==> src/rtl/ldb_pkg.sv <==
package ldb_pkg;
    typedef enum logic [1:0] {
        MODE_OFF   = 2'b00,
        MODE_ON    = 2'b01,
        MODE_RATE0 = 2'b10,
        MODE_RATE1 = 2'b11
    } led_mode_e;

    typedef enum logic {
        GEN_DARK = 1'b0,
        GEN_LIT  = 1'b1
    } gen_state_e;

    localparam int unsigned NUM_GENS = 2;
    localparam int unsigned RATE_REGS_PER_GEN = 2;
endpackage

==> src/rtl/ldb_pin_sync.sv <==
module ldb_pin_sync #(
    parameter int unsigned W = 16
) (
    input  logic         clk,
    input  logic         rst_n,
    input  logic [W-1:0] async_in,
    output logic [W-1:0] sync_out
);
    logic [W-1:0] stage1_q;
    logic [W-1:0] stage2_q;

    always_ff @(posedge clk or negedge rst_n) begin
        if (!rst_n) begin
            stage1_q <= '1;
            stage2_q <= '1;
        end else begin
            stage1_q <= async_in;
            stage2_q <= stage1_q;
        end
    end

    assign sync_out = stage2_q;
endmodule

==> src/rtl/ldb_rate_gen.sv <==
module ldb_rate_gen
    import ldb_pkg::*;
#(
    parameter int unsigned DW = 8
) (
    input  logic          clk,
    input  logic          rst_n,
    input  logic          tick,
    input  logic [DW-1:0] period_cfg,
    input  logic [DW-1:0] duty_cfg,
    output logic          lit
);
    logic [DW-1:0] div_q;
    logic [DW-1:0] phase_q;
    gen_state_e    state_q;
    gen_state_e    state_d;

    always_ff @(posedge clk or negedge rst_n) begin
        if (!rst_n) begin
            div_q   <= '0;
            phase_q <= '0;
        end else if (tick) begin
            if (div_q >= period_cfg) begin
                div_q   <= '0;
                phase_q <= phase_q + 1'b1;
            end else begin
                div_q <= div_q + 1'b1;
            end
        end
    end

    always_comb begin
        state_d = state_q;
        unique case (state_q)
            GEN_DARK: if (phase_q < duty_cfg)   state_d = GEN_LIT;
            GEN_LIT:  if (!(phase_q < duty_cfg)) state_d = GEN_DARK;
        endcase
    end

    always_ff @(posedge clk or negedge rst_n) begin
        if (!rst_n) state_q <= GEN_DARK;
        else        state_q <= state_d;
    end

    assign lit = (state_q == GEN_LIT);
endmodule

==> src/rtl/ldb_regfile.sv <==
module ldb_regfile
    import ldb_pkg::*;
#(
    parameter int unsigned NUM_LEDS = 16,
    parameter int unsigned DW       = 8,
    parameter int unsigned AW       = 4
) (
    input  logic                         clk,
    input  logic                         rst_n,
    input  logic                         we,
    input  logic [AW-1:0]                addr,
    input  logic [DW-1:0]                wdata,
    output logic [DW-1:0]                rdata,
    input  logic [NUM_LEDS-1:0]          pin_level,
    output logic [NUM_GENS-1:0][DW-1:0]  period_cfg,
    output logic [NUM_GENS-1:0][DW-1:0]  duty_cfg,
    output logic [2*NUM_LEDS-1:0]        mode_flat
);
    localparam int unsigned STAT_REGS = NUM_LEDS / DW;
    localparam int unsigned RATE_REGS = NUM_GENS * RATE_REGS_PER_GEN;
    localparam int unsigned SEL_REGS  = (2 * NUM_LEDS) / DW;
    localparam int unsigned RATE_BASE = STAT_REGS;
    localparam int unsigned SEL_BASE  = RATE_BASE + RATE_REGS;
    localparam logic [DW-1:0] DUTY_HALF = {1'b1, {(DW-1){1'b0}}};

    logic [DW-1:0] rate_q [RATE_REGS];
    logic [DW-1:0] sel_q  [SEL_REGS];

    always_ff @(posedge clk or negedge rst_n) begin
        if (!rst_n) begin
            for (int i = 0; i < RATE_REGS; i++)
                rate_q[i] <= (i % 2 == 1) ? DUTY_HALF : '0;
            for (int i = 0; i < SEL_REGS; i++)
                sel_q[i] <= '0;
        end else if (we) begin
            for (int i = 0; i < RATE_REGS; i++)
                if (addr == AW'(RATE_BASE + i)) rate_q[i] <= wdata;
            for (int i = 0; i < SEL_REGS; i++)
                if (addr == AW'(SEL_BASE + i)) sel_q[i] <= wdata;
        end
    end

    always_comb begin
        rdata = '0;
        for (int i = 0; i < STAT_REGS; i++)
            if (addr == AW'(i)) rdata = pin_level[i*DW +: DW];
        for (int i = 0; i < RATE_REGS; i++)
            if (addr == AW'(RATE_BASE + i)) rdata = rate_q[i];
        for (int i = 0; i < SEL_REGS; i++)
            if (addr == AW'(SEL_BASE + i)) rdata = sel_q[i];
    end

    for (genvar g = 0; g < NUM_GENS; g++) begin : g_rate_out
        assign period_cfg[g] = rate_q[RATE_REGS_PER_GEN*g];
        assign duty_cfg[g]   = rate_q[RATE_REGS_PER_GEN*g + 1];
    end

    for (genvar k = 0; k < SEL_REGS; k++) begin : g_sel_out
        assign mode_flat[k*DW +: DW] = sel_q[k];
    end
endmodule

==> src/rtl/led_dimmer_bank.sv <==
module led_dimmer_bank
    import ldb_pkg::*;
#(
    parameter int unsigned NUM_LEDS = 16,
    parameter int unsigned DW       = 8,
    parameter int unsigned AW       = 4,
    parameter int unsigned TICK_DIV = 4
) (
    input  logic                clk,
    input  logic                rst_n,
    input  logic                reg_we,
    input  logic [AW-1:0]       reg_addr,
    input  logic [DW-1:0]       reg_wdata,
    output logic [DW-1:0]       reg_rdata,
    input  logic [NUM_LEDS-1:0] pin_in,
    output logic [NUM_LEDS-1:0] led_out_n
);
    localparam int unsigned TW = (TICK_DIV > 1) ? $clog2(TICK_DIV) : 1;

    logic [TW-1:0]                tick_cnt_q;
    logic                         base_tick;
    logic [NUM_LEDS-1:0]          pin_sync;
    logic [NUM_GENS-1:0][DW-1:0]  period_cfg;
    logic [NUM_GENS-1:0][DW-1:0]  duty_cfg;
    logic [2*NUM_LEDS-1:0]        mode_flat;
    logic [NUM_GENS-1:0]          gen_lit;
    logic [NUM_LEDS-1:0]          out_d;

    assign base_tick = (tick_cnt_q == TW'(TICK_DIV - 1));

    always_ff @(posedge clk or negedge rst_n) begin
        if (!rst_n)         tick_cnt_q <= '0;
        else if (base_tick) tick_cnt_q <= '0;
        else                tick_cnt_q <= tick_cnt_q + 1'b1;
    end

    ldb_pin_sync #(.W(NUM_LEDS)) u_sync (
        .clk      (clk),
        .rst_n    (rst_n),
        .async_in (pin_in),
        .sync_out (pin_sync)
    );

    ldb_regfile #(.NUM_LEDS(NUM_LEDS), .DW(DW), .AW(AW)) u_regs (
        .clk        (clk),
        .rst_n      (rst_n),
        .we         (reg_we),
        .addr       (reg_addr),
        .wdata      (reg_wdata),
        .rdata      (reg_rdata),
        .pin_level  (pin_sync),
        .period_cfg (period_cfg),
        .duty_cfg   (duty_cfg),
        .mode_flat  (mode_flat)
    );

    for (genvar g = 0; g < NUM_GENS; g++) begin : g_gen
        ldb_rate_gen #(.DW(DW)) u_gen (
            .clk        (clk),
            .rst_n      (rst_n),
            .tick       (base_tick),
            .period_cfg (period_cfg[g]),
            .duty_cfg   (duty_cfg[g]),
            .lit        (gen_lit[g])
        );
    end

    always_comb begin
        for (int j = 0; j < NUM_LEDS; j++) begin
            unique case (led_mode_e'(mode_flat[2*j +: 2]))
                MODE_OFF:   out_d[j] = 1'b1;
                MODE_ON:    out_d[j] = 1'b0;
                MODE_RATE0: out_d[j] = ~gen_lit[0];
                MODE_RATE1: out_d[j] = ~gen_lit[1];
            endcase
        end
    end

    always_ff @(posedge clk or negedge rst_n) begin
        if (!rst_n) led_out_n <= '1;
        else        led_out_n <= out_d;
    end
endmodule

==> config.mk <==
export PLATFORM = sky130hd
export DESIGN_NAME = led_dimmer_bank
export DESIGN_NICKNAME = d
export VERILOG_FILES = /design/src/rtl/ldb_pkg.sv /design/src/rtl/ldb_pin_sync.sv /design/src/rtl/ldb_rate_gen.sv /design/src/rtl/ldb_regfile.sv /design/src/rtl/led_dimmer_bank.sv
export SDC_FILE = /design/constraint.sdc
export NUM_CORES = 1
export LEC_CHECK = 0
export ABC_AREA = 1
export BUFFER_PORTS_ARGS = -buffer_cell sky130_fd_sc_hd__buf_2
export CAP_MARGIN = 10
export CORE_MARGIN = 2
export CORE_UTILIZATION = 60
export CTS_BUF_LIST = sky130_fd_sc_hd__clkbuf_4 sky130_fd_sc_hd__clkbuf_8
export CTS_CLUSTER_SIZE = 30
export DETAILED_ROUTE_END_ITERATION = 7
export PLACE_DENSITY_LB_ADDON = 0.2
export SLEW_MARGIN = 25
export SYNTH_ARGS = -nofsm -noshare
export SYNTH_HDL_FRONTEND = slang
export SYNTH_HIERARCHICAL = 1
export SYNTH_SLANG_ARGS = --single-unit
export TNS_END_PERCENT = 10
==> constraint.sdc <==
create_clock -name clk -period 1.7 [get_ports clk]
set_input_delay 0.17 -clock clk [delete_from_list [all_inputs] [get_ports clk]]
set_output_delay 0.17 -clock clk [all_outputs]
set_load 0.02 [all_outputs]
==> impl.org <==
** Status
- Status :: finished with violations
- Failing checks :: setup timing

** STA
- For this run, the top clock speed supported by timing is 542 MHz.
- Slew Limit Fails :: 0
- Dividing the final minimum period by the clock period gives 109%.
- RSZ-0062 raised after global routing :: true
- The hold violation total from the final report was 0.
- Setup violations remaining at the end of the flow were counted as 8.
- Worst slew margin relative to its limit :: 64.0%
- For the finished layout, the period the worst path requires is 1.85 ns.
- Final setup slack of the worst path :: -0.146 ns
- At the pin with the least slew margin, the transition time is 0.540 ns.
- Setup clock skew after layout :: 0.0139 ns

** Floorplan
- The die is 114 µm tall.
- The die covers 0.0131 mm².
- DIE WIDTH :: 114 µm
- The floorplan has 40 rows.
- Once the floorplan was initialized, standard cells occupied 61.0% of the core.
- Num ports :: 55
- The floorplan step defined a core boundary enclosing 0.0120 mm².

** Detailed routing
- Pre-antenna DRT Iters :: 7
- In the routed layout, each cell is associated on average with a via count of 5.39.
- Iter 0 DRT Violations :: 583
- Routed wire per std cell :: 15.5 µm
- Drt drc :: 0
- WL final :: 16.9 mm
- Total vias in the final route :: 5,862
- Number of routed nets with antenna violations :: 0

** Worst setup path
- Startpoint-to-endpoint class of the critical path :: reg -> out
- Worst path required time :: 1.53 ns
- Biggest fanout along the worst timing path :: 1
- Kind of end point of the critical path :: output pin
- Data arrives at the worst endpoint at 1.68 ns.
- Launching element type of the critical path :: flip-flop
- The setup check on the worst reg-to-reg path leaves a slack of 0.04 ns.

** Pwr
- Leakage power total :: 4.20 nW
- Overall power consumption after layout is estimated at 0.0102 W.
- The worst-case IR drop observed on VDD is 1020 µV.
- Dividing total power by cell area gives a power density of 1210 mW/mm².

** Synthesis
- In this run the cell area of the synthesized design comes to 0.00730 mm².
- Number of instances in the synthesized netlist :: 837
- For this run, the number of Yosys warnings is 6.
- After synthesis, flip-flops and latches occupy 51.6% of the total area.
- Mapped Avg Cell Area :: 8.72 µm²
- The number of nets in the synthesized netlist is 903.
- Unique cell type count in the Yosys netlist :: 28
- Counting flops and latches in the post-synthesis netlist gives 148.

** Cells and area
- Share of post-route cells with drive strength above 1 :: 23.7%
- Fillers :: 890
- The number of antenna diodes in the final layout is 0.
- In the layout the commonest cells are nand2_1 (233), dfrtp_1 (98), inv_1 (95).
- Excluding fillers, the count of instances in the completed layout stands at 1,087.
- Layout area overhead :: 15.5%
- Final design instance area without fill :: 0.00843 mm²
- At the end of the flow, the number of nets in the layout was 993.
- The library cell used most frequently in the layout, excluding fill and tap cells, is nand2_1.

** Place
- In this run the cell area measured after placement is 0.00777 mm².
- Final estimated routing congestion in global placement :: 0.898
- Buffers placed on the I/O ports in this run total 54.
- After legalization and detailed placement, the total HPWL measured 11.6 mm.
- Placed insts :: 1,033

** Clock network
- Clk sinks :: 148
- CTS placed an instance of clkbuf_8 at the clock tree root.
- After clock tree synthesis, the clock-pin slew on the worst setup and hold paths is 0.08 ns.
- CTS tree :: yes
- Number of clock buffers inserted by TritonCTS :: 17
- No sink is reached through more buffers than the 2 on the longest clock path.
- Clock network latency to the later pin of the worst-skew pair :: 0.45 ns
- The H-tree generated during clock tree synthesis spans 4 levels.

** Global route
- All-Layer GR Usage :: 28.0%
- The initial antenna violation count is 0.
- Global route overflow :: 0
- Entering global routing, the biggest net connects 50 pins.
- The first global-routing pass estimated 27.9 mm of wire.
- The via count of the first global-routing pass came to 5,727.

** Worst hold path
- Hold Crit Class :: in -> reg

** Flow run
- Across the run, the number of max-cap violations was 0.
==> state kept, by name, summed over array words and instances, names as in the netlist, 16 cells and up <==
| name | count |
|---|---|
| u_regs/mode_flat | 32 |
| g_gen.u_gen/div_q | 16 |
| g_gen.u_gen/phase_q | 16 |
| led_out_n | 16 |
| u_regs/duty_cfg | 16 |
| u_regs/period_cfg | 16 |
| u_sync/stage1_q | 16 |
| u_sync/sync_out | 16 |
==> per-stage QoR <==
stage / hold slack [ns] / util (%) / worst slack (ns) / setup TNS, ns
3_5_place_dp: 0.124 / 65.0 / -0.0138 / -0.0490
5_1_grt: 0.191 / 70.5 / -0.228 / -3.69
3_3_place_gp: 0.116 / 65.0 / 0.0674 / 0
4_1_cts: 0.154 / 69.9 / -0.139 / -1.03
2_1_floorplan: -0.126 / - / 0.247 / 0
6_report: 0.199 / 70.5 / -0.146 / -0.822
==> cells in the mapped netlist <==
library cell	instances	area, µm²
ha_1	35	438
nor2_1	65	244
o21ai_2	23	201
nor3_4	3	48.8
nand4_1	17	106
nand3_1	68	340
dfrtp_1	98	2450
o21ai_0	63	315
xnor2_1	6	52.6
clkbuf_1	3	11.3
nor4_4	1	21.3
inv_2	5	18.8
nor3_1	2	10.0
xor2_1	12	105
nand2_1	236	886
nor2_2	4	25.0
buf_4	4	30.0
buf_6	7	78.8
buf_2	5	25.0
o21ai_1	2	10.0
nand2_4	3	33.8
dfstp_2	50	1310
and2_1	1	6.26
nand2_2	5	31.3
inv_1	98	368
a21o_1	4	30.0
a21oi_1	15	75.1
nor2_4	2	22.5
==> power breakdown <==
part	internal (W)	leakage (nW)	switching [W]
registers	0.00434	1.78	0.000685
clock network	0.00123	0.200	0.00131
logic	0.00104	2.22	0.00161
==> worst max-delay path, stage by stage (launching register included) <==
cell and delay (ns):
dfstp_2 0.37, nand3_1 0.09, nand2_1 0.09, nor2_2 0.16, nand4_1 0.11, nor2_1 0.16, nand4_1 0.09, buf_2 0.17
==> per-layer routing <==
layer	vias to the layer above	track usage [%]	routed length, µm
met2	185	45.4	8370
met1	2786	37.0	7210
met4	0	11.1	354
li1	2861	-	-
met3	30	6.51	976
met5	-	0	0
==> cell type report <==
cell class / instances / area (µm²) / area share (%)
Timing Repair Buffer: 90 / 647 / 7.67
Multi-Input combinational cell: 567 / 3080 / 36.5
Tap cell: 147 / 184 / 2.18
Inverter: 103 / 387 / 4.59
Clock buffer: 20 / 263 / 3.12
Clock inverter: 12 / 103 / 1.22
Sequential cell: 148 / 3770 / 44.7
==> timing repair <==
item                                   CTS  global route
hold buffers                            17             0
buffers inserted                         3             2
pin swaps                               14            17
endpoints found under the hold margin   57             0
setup endpoints to repair               14            40
gates resized for setup                 14            15
==> worst paths after layout <==
kind | start | end | depth (start not counted)
min in group asynchronous | rst_n | u_regs/mode_flat[24] | 2
hold / removal | reg_wdata[1] | u_regs/mode_flat[17] | 3
max in group asynchronous | rst_n | u_regs/duty_cfg[15] | 3
hold reg to reg | u_sync/stage1_q[12] | u_sync/sync_out[12] | 0
setup reg to reg | u_regs/period_cfg[14] | g_gen[1].u_gen/div_q[6] | 9
setup / recovery | u_sync/sync_out[3] | reg_rdata[3] | 7
==> kinds of logic (layout without fill, tap and decap cells) <==
kind of cell / Yosys count / in the layout / synth area share, %
compound gates: 107 / 107 / 8.65
fa+ha+maj: 35 / 35 / 6.00
buf+inv: 122 / 225 / 7.28
xor+xnor: 18 / 18 / 2.16
flops: 148 / 148 / 51.6
simple gates: 407 / 407 / 24.3
(Power assumes the default switching activity.)
